`config.mk`:
```
export PLATFORM = sky130hd
export DESIGN_NAME = pwm3_gen
export DESIGN_NICKNAME = d
export VERILOG_FILES = /design/src/rtl/pwm3_pkg.sv /design/src/rtl/pwm3_counter.sv /design/src/rtl/pwm3_regs.sv /design/src/rtl/pwm3_phase.sv /design/src/rtl/pwm3_gen.sv
export SDC_FILE = /design/constraint.sdc
export NUM_CORES = 1
export LEC_CHECK = 0
export BUFFER_PORTS_ARGS = -buffer_cell sky130_fd_sc_hd__buf_2
export CAP_MARGIN = 30
export CORE_ASPECT_RATIO = 0.6
export CORE_MARGIN = 1.5
export CORE_UTILIZATION = 40
export CTS_BUF_LIST = sky130_fd_sc_hd__clkbuf_8
export CTS_CLUSTER_SIZE = 25
export DETAILED_ROUTE_END_ITERATION = 7
export PLACE_DENSITY = 0.54
export SLEW_MARGIN = 5
export SYNTH_ARGS = -nofsm -noshare
export SYNTH_HDL_FRONTEND = slang
export SYNTH_SLANG_ARGS = --single-unit
```
`constraint.sdc`:
```
create_clock -name clk -period 13 [get_ports clk]
set_input_delay 1.95 -clock clk [delete_from_list [all_inputs] [get_ports clk]]
set_output_delay 1.95 -clock clk [all_outputs]
set_load 0.01 [all_outputs]
```
`src/rtl/pwm3_pkg.sv`:
```
package pwm3_pkg;
  localparam int DW = 16;
  typedef logic [DW-1:0] word_t;
  typedef logic [DW:0]   wide_t;

  typedef enum logic [2:0] {
    A_PERIOD = 3'd0,
    A_DUTY_A = 3'd1,
    A_DUTY_B = 3'd2,
    A_DUTY_C = 3'd3,
    A_DEAD   = 3'd4,
    A_MINW   = 3'd5,
    A_CTRL   = 3'd6,
    A_REARM  = 3'd7
  } addr_e;

  localparam int CTRL_W   = 9;
  localparam int B_DOUBLE = 6;
  localparam int B_CHOPHI = 7;
  localparam int B_CHOPLO = 8;

  // A period of zero would stall the up/down counter; the smallest legal value is one.
  function automatic word_t clamp_period(word_t p);
    return (p == '0) ? word_t'(1) : p;
  endfunction

  // Compare threshold after minimum-width saturation; P+1 means always on.
  function automatic wide_t eff_duty(word_t d, word_t p, word_t mw);
    wide_t full;
    full = {1'b0, p} + wide_t'(1);
    if (d < mw)        return '0;
    if (d >= p)        return full;
    if ((p - d) < mw)  return full;
    return {1'b0, d};
  endfunction
endpackage

```
`src/rtl/pwm3_counter.sv`:
```
module pwm3_counter
  import pwm3_pkg::*;
(
  input  logic  clk,
  input  logic  rst_n,
  input  word_t period,
  output word_t cnt,
  output logic  start_ev,
  output logic  mid_ev
);
  logic up_q;

  assign start_ev = (cnt == '0);
  assign mid_ev   = (cnt == period);

  always_ff @(posedge clk or negedge rst_n) begin
    if (!rst_n) begin
      cnt  <= '0;
      up_q <= 1'b1;
    end else if (cnt == '0) begin
      up_q <= 1'b1;
      cnt  <= word_t'(1);
    end else if (up_q && (cnt >= period)) begin
      up_q <= 1'b0;
      cnt  <= cnt - word_t'(1);
    end else if (up_q) begin
      cnt  <= cnt + word_t'(1);
    end else begin
      cnt  <= cnt - word_t'(1);
    end
  end


  cnt_range_chk: assert property (@(posedge clk) disable iff (!rst_n)
    cnt <= period);


  sync_single_chk: assert property (@(posedge clk) disable iff (!rst_n)
    start_ev |=> !start_ev);
endmodule

```
`src/rtl/pwm3_regs.sv`:
```
module pwm3_regs
  import pwm3_pkg::*;
#(
  parameter int PERIOD_RST = 100
) (
  input  logic              clk,
  input  logic              rst_n,
  input  logic              wr_en,
  input  logic [2:0]        wr_addr,
  input  word_t             wr_data,
  input  logic              start_ev,
  input  logic              mid_ev,
  input  logic              trip,
  output word_t             period_act,
  output word_t [2:0]       duty_act,
  output word_t             dead,
  output word_t             minw,
  output logic [CTRL_W-1:0] ctrl,
  output logic              tripped
);
  word_t       period_sh;
  word_t [2:0] duty_sh;
  logic        dbl;
  logic        dbl_load;
  logic        rearm_req;

  assign dbl       = ctrl[B_DOUBLE];
  assign dbl_load  = mid_ev && dbl;
  assign rearm_req = wr_en && (addr_e'(wr_addr) == A_REARM);

  // Host side: shadows and immediate registers
  always_ff @(posedge clk or negedge rst_n) begin
    if (!rst_n) begin
      period_sh <= word_t'(PERIOD_RST);
      duty_sh   <= '0;
      dead      <= '0;
      minw      <= '0;
      ctrl      <= '0;
    end else if (wr_en) begin
      case (addr_e'(wr_addr))
        A_PERIOD: period_sh  <= wr_data;
        A_DUTY_A: duty_sh[0] <= wr_data;
        A_DUTY_B: duty_sh[1] <= wr_data;
        A_DUTY_C: duty_sh[2] <= wr_data;
        A_DEAD:   dead       <= wr_data;
        A_MINW:   minw       <= wr_data;
        A_CTRL:   ctrl       <= wr_data[CTRL_W-1:0];
        default:  ;
      endcase
    end
  end

  // Active copies move only at update points
  always_ff @(posedge clk or negedge rst_n) begin
    if (!rst_n) begin
      period_act <= clamp_period(word_t'(PERIOD_RST));
      duty_act   <= '0;
    end else if (start_ev) begin
      period_act <= clamp_period(period_sh);
      duty_act   <= duty_sh;
    end else if (dbl_load) begin
      duty_act   <= duty_sh;
    end
  end

  // Shutdown latch, trip has priority over re-arm
  always_ff @(posedge clk or negedge rst_n) begin
    if (!rst_n)         tripped <= 1'b0;
    else if (trip)      tripped <= 1'b1;
    else if (rearm_req) tripped <= 1'b0;
  end


  duty_hold_chk: assert property (@(posedge clk) disable iff (!rst_n)
    !(start_ev || dbl_load) |=> $stable(duty_act));


  period_hold_chk: assert property (@(posedge clk) disable iff (!rst_n)
    !start_ev |=> $stable(period_act));


  trip_latch_chk: assert property (@(posedge clk) disable iff (!rst_n)
    trip |=> tripped);
endmodule

```
`src/rtl/pwm3_phase.sv`:
```
module pwm3_phase
  import pwm3_pkg::*;
(
  input  logic  clk,
  input  logic  rst_n,
  input  word_t cnt,
  input  word_t duty,
  input  word_t period,
  input  word_t minw,
  input  word_t dead,
  output logic  hi_on,
  output logic  lo_on
);
  wide_t thr;
  logic  raw;
  logic  raw_q;
  logic  raw_chg;
  word_t dcnt;
  logic  dead_idle;

  assign thr       = eff_duty(duty, period, minw);
  assign raw       = ({1'b0, cnt} < thr);
  assign raw_chg   = (raw != raw_q);
  assign dead_idle = (dcnt == '0);

  always_ff @(posedge clk or negedge rst_n) begin
    if (!rst_n) begin
      raw_q <= 1'b0;
      dcnt  <= '0;
    end else if (raw_chg) begin
      raw_q <= raw;
      dcnt  <= dead;
    end else if (!dead_idle) begin
      dcnt  <= dcnt - word_t'(1);
    end
  end

  assign hi_on = raw_q  && dead_idle;
  assign lo_on = !raw_q && dead_idle;


  dead_band_chk: assert property (@(posedge clk) disable iff (!rst_n)
    (raw_chg && (dead != '0)) |=> (!hi_on && !lo_on));


  pair_excl_chk: assert property (@(posedge clk) disable iff (!rst_n)
    !(hi_on && lo_on));
endmodule

```
`src/rtl/pwm3_gen.sv`:
```
module pwm3_gen
  import pwm3_pkg::*;
#(
  parameter int PERIOD_RST = 100,
  parameter int CHOP_HALF  = 4
) (
  input  logic        clk,
  input  logic        rst_n,
  input  logic        wr_en,
  input  logic [2:0]  wr_addr,
  input  logic [15:0] wr_data,
  input  logic        trip,
  input  logic        pol_hi,
  output logic [2:0]  gate_hi,
  output logic [2:0]  gate_lo,
  output logic        sync
);
  localparam int NPH = 3;
  localparam int CHW = (CHOP_HALF > 1) ? $clog2(CHOP_HALF) : 1;

  word_t              cnt;
  logic               start_ev;
  logic               mid_ev;
  word_t              period_act;
  word_t [NPH-1:0]    duty_act;
  word_t              dead;
  word_t              minw;
  logic [CTRL_W-1:0]  ctrl;
  logic               tripped;
  logic [NPH-1:0]     hi_on;
  logic [NPH-1:0]     lo_on;
  logic [NPH-1:0]     act_hi;
  logic [NPH-1:0]     act_lo;
  logic               shut;
  logic               chop_q;
  logic [CHW-1:0]     chop_cnt;
  logic               gate_h_chop;
  logic               gate_l_chop;

  pwm3_regs #(.PERIOD_RST(PERIOD_RST)) u_regs (
    .clk(clk), .rst_n(rst_n), .wr_en(wr_en), .wr_addr(wr_addr), .wr_data(wr_data),
    .start_ev(start_ev), .mid_ev(mid_ev), .trip(trip),
    .period_act(period_act), .duty_act(duty_act), .dead(dead), .minw(minw),
    .ctrl(ctrl), .tripped(tripped)
  );

  pwm3_counter u_cnt (
    .clk(clk), .rst_n(rst_n), .period(period_act),
    .cnt(cnt), .start_ev(start_ev), .mid_ev(mid_ev)
  );

  // Chopping carrier
  always_ff @(posedge clk or negedge rst_n) begin
    if (!rst_n) begin
      chop_cnt <= '0;
      chop_q   <= 1'b0;
    end else if (chop_cnt == CHW'(CHOP_HALF - 1)) begin
      chop_cnt <= '0;
      chop_q   <= ~chop_q;
    end else begin
      chop_cnt <= chop_cnt + CHW'(1);
    end
  end

  assign gate_h_chop = !ctrl[B_CHOPHI] || chop_q;
  assign gate_l_chop = !ctrl[B_CHOPLO] || chop_q;
  assign shut        = trip || tripped;
  assign sync        = start_ev;

  for (genvar i = 0; i < NPH; i++) begin : g_ph
    pwm3_phase u_ph (
      .clk(clk), .rst_n(rst_n), .cnt(cnt), .duty(duty_act[i]),
      .period(period_act), .minw(minw), .dead(dead),
      .hi_on(hi_on[i]), .lo_on(lo_on[i])
    );
    assign act_hi[i]  = hi_on[i] && ctrl[2*i]   && gate_h_chop && !shut;
    assign act_lo[i]  = lo_on[i] && ctrl[2*i+1] && gate_l_chop && !shut;
    assign gate_hi[i] = pol_hi ? act_hi[i] : !act_hi[i];
    assign gate_lo[i] = pol_hi ? act_lo[i] : !act_lo[i];
  end


  trip_quiet_chk: assert property (@(posedge clk) disable iff (!rst_n)
    tripped |-> ((gate_hi == {NPH{!pol_hi}}) && (gate_lo == {NPH{!pol_hi}})));


  chop_gate_chk: assert property (@(posedge clk) disable iff (!rst_n)
    (ctrl[B_CHOPHI] && !chop_q) |-> (gate_hi == {NPH{!pol_hi}}));
endmodule

```
==> metrics.txt <==
CTS HTree Levels=2; FF-to-FF Start=u_regs.period_act[0]$_DFFE_PN0P_; Rel. slew slack=0.333; vias in the first global route=between 10000 and 15000; initial antenna violation count=0; DP HPWL=around 41 mm; unrepaired setup endpoints after global routing=no; min Tclk post-route=7870 ps; vias=about 13000; post-synthesis mux area share=0.138; leakage=between 8 and 9 nW; Max-cap violations=0; Worst EP arrival=8320 ps; Layout area overhead=9.97%; synthesized area=between 15000 and 20000 um^2; drt via density=between 5 and 6; slowest CP cell=a211oi_1; Port Buffer Count=30; TritonCTS clock tree=yes; fillcell total=4105; status=finished, final reports clean; setup tns final=0 ps; synthesized instance count=about 1700; Util after Layout=0.447; Core Region=around 42000 um^2; final worst path period share=0.605; first-pass GRT wire length=79.2 mm; Worst Hold End=chop_cnt[0]$_DFF_PN0_; type of the tightest min-delay check=reg2reg; sequential area share after synthesis=0.355; Final Setup Violations=0; Hold Startpoint=chop_cnt[0]$_DFF_PN0_; Total Power=around 5.5 mW; Die Ht=between 150 and 200 um; cts hold-fix bufs=0; Tightest Pin Transition=between 900 and 1000 ps; compound-cell area share of the yosys netlist=0.125; top post-synthesis cells by area=dfrtp_1 (34%), ha_1 (15%), mux2_2 (13%), xnor2_1 (3.3%), nor2_1 (3.2%); Yosys cell types=72; Post-Synth Simple-Gate Area=0.139; Worst setup EP type=register; io pins=31; Chip Width=between 200 and 300 um; Worst IR Drop VDD=between 100 and 150 uV; DR pass1 iterations=6; top-count cell post-synth=dfrtp_1; Worst Setup Path Type=reg2reg; top cell type by total area after synthesis=dfrtp_1; wire per inst=roughly 22 um; Final Max Tran Viols=0; clock transition at the registers of the reported paths=60 ps; row count=between 50 and 60; Hold WS=around 430 ps; Clock Path Buffers=3; Setup Fix Bufs, Post-CTS=0; reg2reg setup slack=between 5000 and 6000 ps; GRT Overall Usage=0.240; #FFs+latches synth=~240; ratio of cells with drive above 1 in the final layout=0.199; DRC=0; hold path cells=1; WL final=52.6 mm; CP Launch Type=register; Ys Warns=0; PostCTS Resize Cnt=0; Synth async-reset ratio=1.00; power density over the cells=a little under 300 nW/um^2; Final Skew=16.1 ps; f_max=0.127 GHz; required time of the worst setup path=approximately 13000 ps; Post-Synth Adder-Cell Area=0.155; syn_area_per_cell=9.89 um^2; R2R depth=29; largest net degree at the start of global routing=~150; Commonest cells post-synth=dfrtp_1 (234), ha_1 (206), mux2_2 (201); Antenna Cells=0; top_reg_cell synth=dfrtp_1; final hold viol count=0; crit path max fanout=31; r2r endpoint=g_ph[0].u_ph.dcnt[4]$_DFFE_PN0P_; RePlAce Congestion=about 0.94; clock latency on the worst-skew pair=570 ps; initial DRC count=about 1200; XOR/XNOR Fraction of Synth Area=0.0529; critical path's largest stage delay=810 ps; clock tree root buffer cell=clkbuf_8; EDFF count, synth=0; share of the synthesized area in the top cell type=0.344; largest family of logic cells by synthesized area=adder cells; CTS buffer count=40; total gr overflow=0; post-synth net total=around 2000; nets=~2000; total die area=between 40000 and 50000 um^2; initial core utilization=0.406; clock sink count=241; post-route ant nets=0
## flip-flops by register name (all words and copies together) (netlist names)
signal,flops
chop_cnt,2
chop_q,1
g_ph.u_ph.dcnt,48
g_ph.u_ph.raw_q,3
u_cnt.cnt,16
u_cnt.up_q,1
u_regs.ctrl,9
u_regs.dead,16
u_regs.duty_act,48
u_regs.duty_sh,48
u_regs.minw,16
u_regs.period_act,16
u_regs.period_sh,16
u_regs.tripped,1
## worst max-delay path, delay by kind of cell (launching register included)
kind,cells,cell delay (ps)
XOR/XNOR,2,710
AO/OA/AOI/OAI,12,3000
buffers and inverters,3,680
flip-flops,1,480
multiplexers,1,350
AND/OR/NAND/NOR,7,1250
adder cells (fa/ha/maj),4,1260
## worst max-delay path by stage
stage	startpoint	end	slack [ps]	cells after the start
CTS	u_regs.period_act[0]$_DFFE_PN0P_	g_ph[1].u_ph.dcnt[2]$_DFFE_PN0P_	5070	28
global placement	u_regs.period_act[0]$_DFFE_PN0P_	g_ph[1].u_ph.dcnt[12]$_DFFE_PN0P_	5200	28
floorplan	u_regs.period_act[0]$_DFFE_PN0P_	g_ph[2].u_ph.dcnt[10]$_DFFE_PN0P_	6110	31
global route	u_regs.period_act[0]$_DFFE_PN0P_	g_ph[2].u_ph.dcnt[7]$_DFFE_PN0P_	4730	29
finish	u_regs.period_act[0]$_DFFE_PN0P_	g_ph[0].u_ph.dcnt[4]$_DFFE_PN0P_	5130	29
detailed placement	u_regs.period_act[0]$_DFFE_PN0P_	g_ph[1].u_ph.dcnt[11]$_DFFE_PN0P_	5120	28
## power breakdown
part	total [mW]	internal, mW	switching, mW	leakage, nW
combinational	3.54	1.53	2.00	4.88
clock	0.678	0.353	0.325	0.457
sequential	1.32	0.994	0.322	2.98
total	5.53	2.88	2.65	8.31
## final cells by class
cell class / count / area [um^2] / share of cell area
Multi-Input combinational cell: 1323 / 10400 / 0.557
Sequential cell: 241 / 6040 / 0.323
Tap cell: 570 / 713 / 0.0381
Clock buffer: 51 / 702 / 0.0375
Inverter: 108 / 405 / 0.0217
Timing Repair Buffer: 51 / 333 / 0.0178
Clock inverter: 20 / 92.6 / 0.00495
## layer usage
metal / up-vias / track usage / routed length, um
met5: - / 0 / 0
met4: 0 / 0.0434 / 769
met3: 56 / 0.0535 / 4020
met2: 403 / 0.300 / 19000
met1: 6616 / 0.401 / 28800
li1: 6354 / - / -
## layout by cell type, fill, tap and decap left out, drive strengths merged, types with 52 or more instances in the layout
cell,n
nand2,77
clkbuf,52
mux2,202
a21oi,93
ha,206
dfrtp,234
nor2,147
xnor2,66
o21ai,82
inv,120
## stage by stage
stage | instance area, um^2 | instances | setup WS [ps]
after detailed placement | 17900 | 2291 | 5120
after global placement | 17900 | 2288 | 5200
after global routing | 18700 | 2364 | 4730
final | 18700 | 2364 | 5130
after CTS | 18700 | 2362 | 5070
after floorplan | 17000 | 1719 | 6110
## logic make-up after synthesis
group                      Yosys count
AOI/OAI and AO/OA                  328
xor gates and xnor gates           101
adders and majority gates          209
buffers and inverters              155
DFF                                241
muxes                              209
and+or+nand+nor                    476
Power figures use the tool's default switching activity.
